File: src/rtl/stat_pkg.sv
package stat_pkg;

  typedef struct packed {
    logic clr_all;
    logic preset_ld;
    logic preset_full;
    logic stop_roll;
  } cnt_ctrl_t;

  function automatic logic [31:0] cnt_max(input logic wide);
    return wide ? 32'hFFFF_FFFF : 32'h0000_FFFF;
  endfunction

  function automatic logic [31:0] cnt_half(input logic wide);
    return wide ? 32'h8000_0000 : 32'h0000_8000;
  endfunction

  function automatic logic [31:0] preset_val(input logic wide, input logic full,
                                             input logic [31:0] gap);
    return (full ? cnt_max(wide) : cnt_half(wide)) - gap;
  endfunction

  function automatic logic [31:0] next_count(input logic [31:0] cur, input logic wide,
                                             input logic stop);
    if (cur == cnt_max(wide)) return stop ? cur : 32'd0;
    return cur + 32'd1;
  endfunction

  function automatic logic [31:0] apply_be(input logic [31:0] old, input logic [31:0] wd,
                                           input logic [3:0] be);
    logic [31:0] r;
    for (int k = 0; k < 32; k++) r[k] = be[k/8] ? wd[k] : old[k];
    return r;
  endfunction

endpackage

File: src/rtl/stat_counter.sv
module stat_counter
  import stat_pkg::*;
#(
  parameter logic        WIDE       = 1'b1,
  parameter int unsigned PRESET_GAP = 2
) (
  input  logic        clk,
  input  logic        rst_n,
  input  cnt_ctrl_t   ctl,
  input  logic        inc,
  input  logic        rd_clr,
  output logic [31:0] value,
  output logic        status,
  output logic        hit
);
  localparam logic [31:0] MAXV     = cnt_max(WIDE);
  localparam logic [31:0] HALF_M1  = cnt_half(WIDE) - 32'd1;
  localparam logic [31:0] PRE_HALF = preset_val(WIDE, 1'b0, 32'(PRESET_GAP));
  localparam logic [31:0] PRE_FULL = preset_val(WIDE, 1'b1, 32'(PRESET_GAP));

  logic [31:0] cnt_q;
  logic        stat_q;
  logic        live_inc;

  always_comb begin
    live_inc = inc && !ctl.clr_all && !ctl.preset_ld;
    hit      = live_inc && ((cnt_q == MAXV) || (cnt_q == HALF_M1));
  end

  always_ff @(posedge clk or negedge rst_n) begin
    if (!rst_n)              cnt_q <= '0;
    else if (ctl.clr_all)    cnt_q <= '0;
    else if (ctl.preset_ld)  cnt_q <= ctl.preset_full ? PRE_FULL : PRE_HALF;
    else if (live_inc)       cnt_q <= next_count(cnt_q, WIDE, ctl.stop_roll);
  end

  always_ff @(posedge clk or negedge rst_n) begin
    if (!rst_n)           stat_q <= 1'b0;
    else if (ctl.clr_all) stat_q <= 1'b0;
    else if (hit)         stat_q <= 1'b1;
    else if (rd_clr)      stat_q <= 1'b0;
  end

  assign value  = cnt_q;
  assign status = stat_q;
endmodule

File: src/rtl/stat_regs.sv
module stat_regs
  import stat_pkg::*;
#(
  parameter int NUM_RX = 4,
  parameter int NUM_TX = 4,
  parameter int ADDR_W = 6
) (
  input  logic              clk,
  input  logic              rst_n,
  input  logic              wr_en,
  input  logic [ADDR_W-1:0] addr,
  input  logic [3:0]        be,
  input  logic [31:0]       wdata,
  output cnt_ctrl_t         ctl,
  output logic [31:0]       ctrl_word,
  output logic [NUM_RX-1:0] rx_mask,
  output logic [NUM_TX-1:0] tx_mask
);
  localparam logic [ADDR_W-1:0] A_CTRL   = ADDR_W'(0);
  localparam logic [ADDR_W-1:0] A_RXMASK = ADDR_W'(3);
  localparam logic [ADDR_W-1:0] A_TXMASK = ADDR_W'(4);

  logic ctrl_wr, stop_q, preset_q, full_q;
  logic [31:0] rx_new, tx_new;
  logic unused_wbits;

  assign ctrl_wr      = wr_en && (addr == A_CTRL) && be[0];
  assign unused_wbits = ^{wdata[31:6], wdata[3], wdata[1]};

  always_comb begin
    ctl.clr_all     = ctrl_wr && wdata[0];
    ctl.preset_ld   = ctrl_wr && !wdata[0] && wdata[4];
    ctl.preset_full = wdata[5];
    ctl.stop_roll   = stop_q;
    rx_new = apply_be(32'(rx_mask), wdata, be);
    tx_new = apply_be(32'(tx_mask), wdata, be);
  end

  always_ff @(posedge clk or negedge rst_n) begin
    if (!rst_n) begin
      stop_q   <= 1'b0;
      preset_q <= 1'b0;
      full_q   <= 1'b0;
    end else if (ctrl_wr) begin
      stop_q   <= wdata[2];
      preset_q <= wdata[4] && !wdata[0];
      full_q   <= wdata[5];
    end
  end

  always_ff @(posedge clk or negedge rst_n) begin
    if (!rst_n) begin
      rx_mask <= '0;
      tx_mask <= '0;
    end else if (wr_en) begin
      if (addr == A_RXMASK) rx_mask <= rx_new[NUM_RX-1:0];
      if (addr == A_TXMASK) tx_mask <= tx_new[NUM_TX-1:0];
    end
  end

  assign ctrl_word = {26'd0, full_q, preset_q, 1'b0, stop_q, 2'b00};
endmodule

File: src/rtl/stat_counters_top.sv
module stat_counters_top
  import stat_pkg::*;
#(
  parameter int                NUM_RX     = 4,
  parameter int                NUM_TX     = 4,
  parameter logic [NUM_RX-1:0] RX_WIDE    = 4'b0011,
  parameter logic [NUM_TX-1:0] TX_WIDE    = 4'b0101,
  parameter int unsigned       PRESET_GAP = 2,
  parameter int                ADDR_W     = 6
) (
  input  logic              clk,
  input  logic              rst_n,
  input  logic [NUM_RX-1:0] rx_evt,
  input  logic [NUM_TX-1:0] tx_evt,
  input  logic              wr_en,
  input  logic              rd_en,
  input  logic [ADDR_W-1:0] addr,
  input  logic [3:0]        be,
  input  logic [31:0]       wdata,
  output logic [31:0]       rdata,
  output logic              irq
);
  localparam int NUM_CNT = NUM_RX + NUM_TX;
  localparam int RX_BASE = 16;
  localparam int TX_BASE = 32;
  localparam logic [NUM_CNT-1:0] WIDE_ALL = {TX_WIDE, RX_WIDE};

  function automatic logic [ADDR_W-1:0] cnt_addr(input int idx);
    return (idx < NUM_RX) ? ADDR_W'(RX_BASE + idx) : ADDR_W'(TX_BASE + idx - NUM_RX);
  endfunction

  cnt_ctrl_t                    ctl;
  logic [31:0]                  ctrl_word;
  logic [NUM_RX-1:0]            rx_mask;
  logic [NUM_TX-1:0]            tx_mask;
  logic [NUM_CNT-1:0]           inc_v, rdclr_v, hit_v, stat_v, mask_v;
  logic [NUM_CNT-1:0][31:0]     val_v;
  logic                         clr_all_w, preset_ld_w, stop_roll_w;

  assign inc_v       = {tx_evt, rx_evt};
  assign mask_v      = {tx_mask, rx_mask};
  assign clr_all_w   = ctl.clr_all;
  assign preset_ld_w = ctl.preset_ld;
  assign stop_roll_w = ctl.stop_roll;

  stat_regs #(.NUM_RX(NUM_RX), .NUM_TX(NUM_TX), .ADDR_W(ADDR_W)) u_regs (
    .clk(clk), .rst_n(rst_n), .wr_en(wr_en), .addr(addr), .be(be), .wdata(wdata),
    .ctl(ctl), .ctrl_word(ctrl_word), .rx_mask(rx_mask), .tx_mask(tx_mask)
  );

  for (genvar i = 0; i < NUM_CNT; i++) begin : g_cnt
    assign rdclr_v[i] = rd_en && be[0] && (addr == cnt_addr(i));
    stat_counter #(.WIDE(WIDE_ALL[i]), .PRESET_GAP(PRESET_GAP)) u_cnt (
      .clk(clk), .rst_n(rst_n), .ctl(ctl), .inc(inc_v[i]), .rd_clr(rdclr_v[i]),
      .value(val_v[i]), .status(stat_v[i]), .hit(hit_v[i])
    );
  end

  always_comb begin
    rdata = '0;
    unique case (addr)
      ADDR_W'(0): rdata = ctrl_word;
      ADDR_W'(1): rdata[NUM_RX-1:0] = stat_v[NUM_RX-1:0];
      ADDR_W'(2): rdata[NUM_TX-1:0] = stat_v[NUM_CNT-1:NUM_RX];
      ADDR_W'(3): rdata[NUM_RX-1:0] = rx_mask;
      ADDR_W'(4): rdata[NUM_TX-1:0] = tx_mask;
      default: begin
        for (int i = 0; i < NUM_CNT; i++)
          if (addr == cnt_addr(i)) rdata = val_v[i];
      end
    endcase
  end

  assign irq = |(stat_v & ~mask_v);
endmodule

File: config.mk
export PLATFORM = sky130hd
export DESIGN_NAME = stat_counters_top
export DESIGN_NICKNAME = d
export VERILOG_FILES = /design/src/rtl/stat_pkg.sv /design/src/rtl/stat_counter.sv /design/src/rtl/stat_regs.sv /design/src/rtl/stat_counters_top.sv
export SDC_FILE = /design/constraint.sdc
export NUM_CORES = 1
export LEC_CHECK = 0
export BUFFER_PORTS_ARGS = -buffer_cell sky130_fd_sc_hd__buf_2
export CORE_ASPECT_RATIO = 1.4
export CORE_MARGIN = 2
export CORE_UTILIZATION = 60
export DETAILED_ROUTE_END_ITERATION = 8
export PLACE_DENSITY = 0.78
export SLEW_MARGIN = 20
export SYNTH_ARGS = -nofsm -noshare
export SYNTH_HDL_FRONTEND = slang
export SYNTH_SLANG_ARGS = --single-unit
File: constraint.sdc
create_clock -name clk -period 9.1 [get_ports clk]
set_clock_uncertainty 0.1 [all_clocks]
set_input_delay 1.82 -clock clk [delete_from_list [all_inputs] [get_ports clk]]
set_output_delay 1.82 -clock clk [all_outputs]
set_load 0.01 [all_outputs]
==> flow_metrics.tcl, run 1 <==
set metrics [dict create \
    antenna_found_initial 4 \
    clk_latency_ns 0.58 \
    area_delta_synth_final_pct 8.677 \
    worstSetupStartpoint "addr[1]" \
    fmax_ghz 0.1544 \
    grt_remaining_overflow 0 \
    coreArea_um2 30120 \
    num_vias 19339 \
    start_util 0.6108 \
    synthFlopType "dfrtp_1" \
    final_cell_mix "275 x dfrtp_1, 242 x o21ai_0, 193 x nand2_1, 178 x nor2_1, 149 x a21oi_1" \
    final_area_um2 20000 \
    place_area_um2 18920 \
    io_buffers 57 \
    grt_max_degree 82 \
    status "complete, no violations" \
    setup.worst_path.start_class "primary input" \
    die_area_um2 32100 \
    track_usage 0.4122 \
    async_flop_share 1.000 \
    crit_chain "buf_2 -> and2_1 -> nand2_1 -> o22ai_1 -> a21oi_1 -> buf_2" \
    syn_area_per_cell_um2 8.310 \
    synth_xor_area_frac 0.02428 \
    synth-compound-area-share 0.2466 \
    cts_sinks 275 \
    cp.arrival_ns 4.56 \
    worst-setup-path-type "primary input to primary output" \
    synthAdderAreaFrac 0.005440 \
    cp_max_fo 40 \
    post_cts_buffers 0 \
    syn_inst 2214 \
    die_x_um 152 \
    cts_max_level 1 \
    syn_nets 2276 \
    ir_worst_vdd_mv 0.2091 \
    cts_hold_buffers 0 \
    drt_first_pass_iters 9 \
    syn_area_um2 18400 \
    reg2reg_to "g_cnt[6].u_cnt.value[26]" \
    drv_cap 0 \
    cpLargestDelayFamily "simple AND/OR/NAND/NOR gates" \
    rsz0062_at_grt "false" \
    route.detailed.drc 0 \
    critPathMostFrequentCell "buf_2" \
    cts_buffer_depth 3 \
    ff2ff_setup_slack_ns 5.42 \
    setup_viol 0 \
    synth.top_cell.area_share 0.3740 \
    routed_wl_mm 67.03 \
    critical_path_depth 6 \
    drt_iter0_markers 2664 \
    cts_tree "yes" \
    std_cell_rows 75 \
    slew_headroom 0.1918 \
    ys_seq_area_frac 0.3740 \
    clk_pin_slew_ns 0.07 \
    maxSlewViolCount 0 \
    route.detailed.wl_per_inst_um 25.68 \
    synth_cell_type_count 81 \
    postCtsResizedCells 0 \
    clockRootBuffer "clkbuf_16" \
    powerDensity_nw_per_um2 173.7 \
    synth-edff-count 0 \
    yosys_warnings 0 \
    synth_top_family_by_area "compound AO/OA/AOI/OAI gates" \
    ys_ff_latch 275 \
    synth_top_cell_by_area "dfrtp_1" \
    grt_pass1_wl_mm 103.9 \
    tightest_slew_ns 1.201 \
    stdcell_count 2610 \
    hpwl_mm 47.25 \
    final_layout_size_suffix_gt1_frac 0.1127 \
    grt_pass1_vias 18394 \
    muxShareOfSynthArea 0.06168 \
    final_common_cell "dfrtp_1" \
    reg2reg_depth 6 \
    nets 2258 \
    cp_slowest_cell "o22ai_1" \
    leakage_nw 7.885 \
    crit_required_ns 7.18 \
    cts_buffers 30 \
    finalCritPeriodShare 0.7117 \
    worst_hold_slack_ns 0.4105 \
    crit_buf_inv 2 \
    numPlacedInstances 2549 \
    yosys.area_share.simple 0.2445 \
    synth_area_leaders "dfrtp_1 37%, o21ai_0 6.6%, a21oi_1 4.1%, mux4_2 4.0%, nand3_1 4.0%" \
    worstSetupEndpoint "rdata[8]" \
    die_y_um 211.2 \
    r2r-start "u_regs.stop_q" \
    crit_path_max_incr_delay_ns 0.75 \
    avgViaCountPerCell 7.410 \
    nFillCells 2479 \
    boundaryPins 87 \
    hold_class "register to register" \
    gp_congestion 1.033 \
    ant_nets 0 \
    period_needed_ns 6.477 \
    worstSetupEndpointType "primary output" \
    hold_viol_final 0 \
    tns_ns 0 \
]
## kinds of logic after synthesis
kind of cell | after synthesis
AOI/OAI and AO/OA | 716
adders and majority gates | 8
muxes | 68
xor gates and xnor gates | 51
DFF | 275
and+or+nand+nor | 890
buffers and inverters | 206
## final cells by class
cell class	count	area [um2]	share of cell area
diodes	6	15.01	0.0007509
clock buffers	45	908.4	0.04543
clock inverters	10	133.9	0.006695
inverters	64	240.2	0.01201
multi-input cells	1733	10770	0.5386
flip-flops and latches	275	6882	0.3442
well taps	385	481.7	0.02409
repair buffers	92	564.3	0.02822
## sequential cells by signal, summed over array words and instances, names as in the netlist
register and cells:
u_regs.stop_q 1, g_cnt.u_cnt.value 256, g_cnt.u_cnt.status 8, u_regs.tx_mask 4
u_regs.full_q 1, u_regs.rx_mask 4, u_regs.preset_q 1
## worst reg2reg max path: stages (launching register included)
cell and delay, ns:
dfrtp_1 0.61, clkinv_1 0.68, o41ai_2 0.65, and2_1 0.65
buf_4 0.35, nor2_1 0.22, a22o_1 0.29
## through the flow
step	util	setup slack [ns]	power (W)
after floorplan	-	3.410	0.001900
after global placement	0.6280	2.839	0.002126
after detailed placement	0.6281	2.853	0.002150
after CTS	0.6627	2.837	0.003446
after global routing	0.6633	2.543	0.003588
final	0.6638	2.623	0.003474
## power by group
group,internal [W],switching [W]
logic,0.000221,0.000293
registers,0.00136,0.000293
clock network,0.000771,0.000537
total,0.00235,0.00112
## per-layer routing
layer / vias to the layer above / global-route usage / part of all wire
met5: - / 0 / 0.00013
met2: 1395 / 0.6553 / 0.45
met1: 9190 / 0.4987 / 0.34
li1: 8393 / - / -
met3: 359 / 0.07550 / 0.11
met4: 2 / 0.3168 / 0.095
## cells in the mapped netlist (29+ instances only)
library cell / instances
and4_1: 29
nand4_1: 72
mux2_2: 33
a21oi_1: 150
and3_1: 42
nand2_1: 193
nor3_1: 78
dfrtp_1: 275
nor2_1: 180
o311ai_0: 32
nor4_1: 46
o22ai_1: 40
xnor2_1: 43
mux4_2: 33
a31oi_1: 36
clkbuf_1: 111
o21ai_0: 242
nand3_1: 148
a22o_1: 32
inv_1: 63
## worst min-delay path by stage
stage | start | endpoint | slack (ns) | cells after the start
2_1_floorplan | u_regs.preset_q | u_regs.preset_q | 0.35 | 2
5_1_grt | g_cnt[4].u_cnt.value[23] | g_cnt[4].u_cnt.value[23] | 0.43 | 2
3_3_place_gp | u_regs.preset_q | u_regs.preset_q | 0.38 | 2
6_report | g_cnt[4].u_cnt.value[23] | g_cnt[4].u_cnt.value[23] | 0.41 | 2
3_5_place_dp | u_regs.preset_q | u_regs.preset_q | 0.38 | 2
4_1_cts | u_regs.preset_q | u_regs.preset_q | 0.40 | 2
Note: power is estimated with default switching activity, not from simulation.
==> inputs of run 2 (changes only) <==
- CORE_UTILIZATION: 60 -> 57
- clock period: 9.1 -> 5.7 ns (I/O delays scaled with it)
==> run 2 against run 1 <==
Setup slack got worse by 1.7 ns; critical endpoint is now rdata[4]; via count decreased by 0.10%; non-clock buffer count increased by 3; sequential cell count unchanged; final cell count increased by 0.27%; highest routed layer is now met4; largest cell class unchanged; clock power increased by 53%.
==> flow_metrics.tcl, run 2 (synthesized netlist as in run 1, its figures left out) <==
set metrics [dict create \
    worst-setup-path-type "primary input to primary output" \
    drt_iter0_markers 2387 \
    powerDensity_nw_per_um2 274.4 \
    avgViaCountPerCell 7.382 \
    final_common_cell "dfrtp_1" \
    power_switching_w 0.001816 \
    die_x_um 155.8 \
    worstSetupEndpointType "primary output" \
    grt_max_degree 100 \
    largest_register_ff_count 256 \
    cts_buffer_depth 3 \
    maxSlewViolCount 0 \
    cts_sinks 275 \
    internal-power_w 0.003670 \
    io_buffers 57 \
    ir_worst_vdd_mv 0.2384 \
    final_cell_mix "275 x dfrtp_1, 242 x o21ai_0, 193 x nand2_1, 178 x nor2_1, 149 x a21oi_1" \
    route.detailed.drc 0 \
    status "complete, no violations" \
    worst_hold_slack_ns 0.4132 \
    rsz0062_at_grt "false" \
    drv_cap 0 \
    r2r-start "u_regs.stop_q" \
    grt_remaining_overflow 0 \
    ant_nets 0 \
    antenna_found_initial 0 \
    cts_buffers 30 \
    clockRootBuffer "clkbuf_16" \
    p_clk_frac 0.364 \
    gp_congestion 1.018 \
    setup.worst_path.start_class "primary input" \
    p_seq_frac 0.486 \
    track_usage 0.4041 \
    start_util 0.5805 \
    post_cts_buffers 0 \
    cts_hold_buffers 0 \
    num_vias 19319 \
    final_layout_size_suffix_gt1_frac 0.1139 \
    routed_wl_mm 68.55 \
    nFillCells 2722 \
    grt_pass1_wl_mm 105.4 \
    fmax_ghz 0.2113 \
    leakage_nw 7.887 \
    min-delay-start "g_cnt[4].u_cnt.value[23]" \
    cp_max_fo 44 \
    area_delta_synth_final_pct 8.650 \
    grt_pass1_vias 18364 \
    worstSetupStartpoint "addr[1]" \
    boundaryPins 87 \
    crit_required_ns 4.46 \
    coreArea_um2 31700 \
    drt_first_pass_iters 6 \
    clk_pin_slew_ns 0.06 \
    route.detailed.wl_per_inst_um 26.20 \
    cts_tree "yes" \
    clk_latency_ns 0.59 \
    setup_viol 0 \
    std_cell_rows 77 \
    postCtsResizedCells 0 \
    period_needed_ns 4.733 \
    hold_viol_final 0 \
    slew_headroom 0.2528 \
    combPwrFrac 0.151 \
    cp.arrival_ns 3.49 \
    p_sw_frac 0.3310 \
    hpwl_mm 48.61 \
    tightest_slew_ns 1.117 \
    tns_ns 0 \
    hold_class "register to register" \
    nets 2261 \
    die_area_um2 33750 \
    num_antenna_cells 0 \
    cts_max_level 1 \
    die_y_um 216.6 \
    finalCritPeriodShare 0.8304 \
]
run 2: cell count changes in the layout (fill, tap and decap cells not counted), moves of 2 or more:
cell        delta
clkbuf_1       +4
clkinvlp_4     -2
buf_4          +2
diode_2        -6
nor4_2         +2
clkbuf_8       -3
buf_12         +2
nor4_1         -2
clkinv_2       +3
run 2: final timing paths:
path	slack [ns]	depth (start not counted)	to
setup / recovery	0.97	7	rdata[4]
hold / removal	0.41	2	g_cnt[4].u_cnt.value[23]
setup reg to reg	1.98	5	g_cnt[0].u_cnt.value[12]
hold reg to reg	0.41	2	g_cnt[4].u_cnt.value[23]
max in group asynchronous	3.83	2	g_cnt[3].u_cnt.value[0]
min in group asynchronous	0.50	1	g_cnt[4].u_cnt.value[22]
run 2: routing by layer:
layer	up-vias	GRT usage	part of all wire
li1	8392	-	-
met1	9333	0.4880	0.35
met2	1245	0.6496	0.47
met3	349	0.07379	0.095
met4	0	0.2878	0.087
met5	-	0	0
run 2: layout make-up:
class | instances | area [um2] | share of cell area
clock buffers | 46 | 882.1 | 0.04413
clock inverters | 9 | 95.09 | 0.004757
inverters | 64 | 240.2 | 0.01202
multi-input cells | 1733 | 10790 | 0.5397
flip-flops and latches | 275 | 6882 | 0.3442
well taps | 395 | 494.2 | 0.02472
repair buffers | 95 | 608.1 | 0.03042
run 2: stage by stage:
| stage | setup WS (ns) | instance area [um2] | utilization | std cells | power [W] |
|---|---|---|---|---|---|
| finish | 0.9667 | 19990 | 0.6307 | 2617 | 0.005486 |
| global route | 0.8846 | 19990 | 0.6307 | 2617 | 0.005675 |
| CTS | 0.8804 | 19960 | 0.6297 | 2617 | 0.005438 |
| detailed placement | 0.8787 | 18980 | 0.5989 | 2562 | 0.003462 |
| global placement | 0.9023 | 18980 | 0.5987 | 2562 | 0.003422 |
| floorplan | 1.370 | 18400 | - | 2214 | 0.003033 |
run 2: critical path, stage by stage:
cell and delay [ns]:
buf_2 0.55, buf_4 0.51, mux4_2 0.41, a21oi_1 0.18, a211oi_1 0.08, a221o_1 0.39
buf_2 0.18
run 2: power groups by stage:
stage	sequential (W)	clock, W	combinational [W]
6_report	0.00266	0.00200	0.000826
5_1_grt	0.00268	0.00208	0.000913
4_1_cts	0.00262	0.00200	0.000811
3_5_place_dp	0.00266	0	0.000807
3_3_place_gp	0.00264	0	0.000779
2_1_floorplan	0.00242	0	0.000610
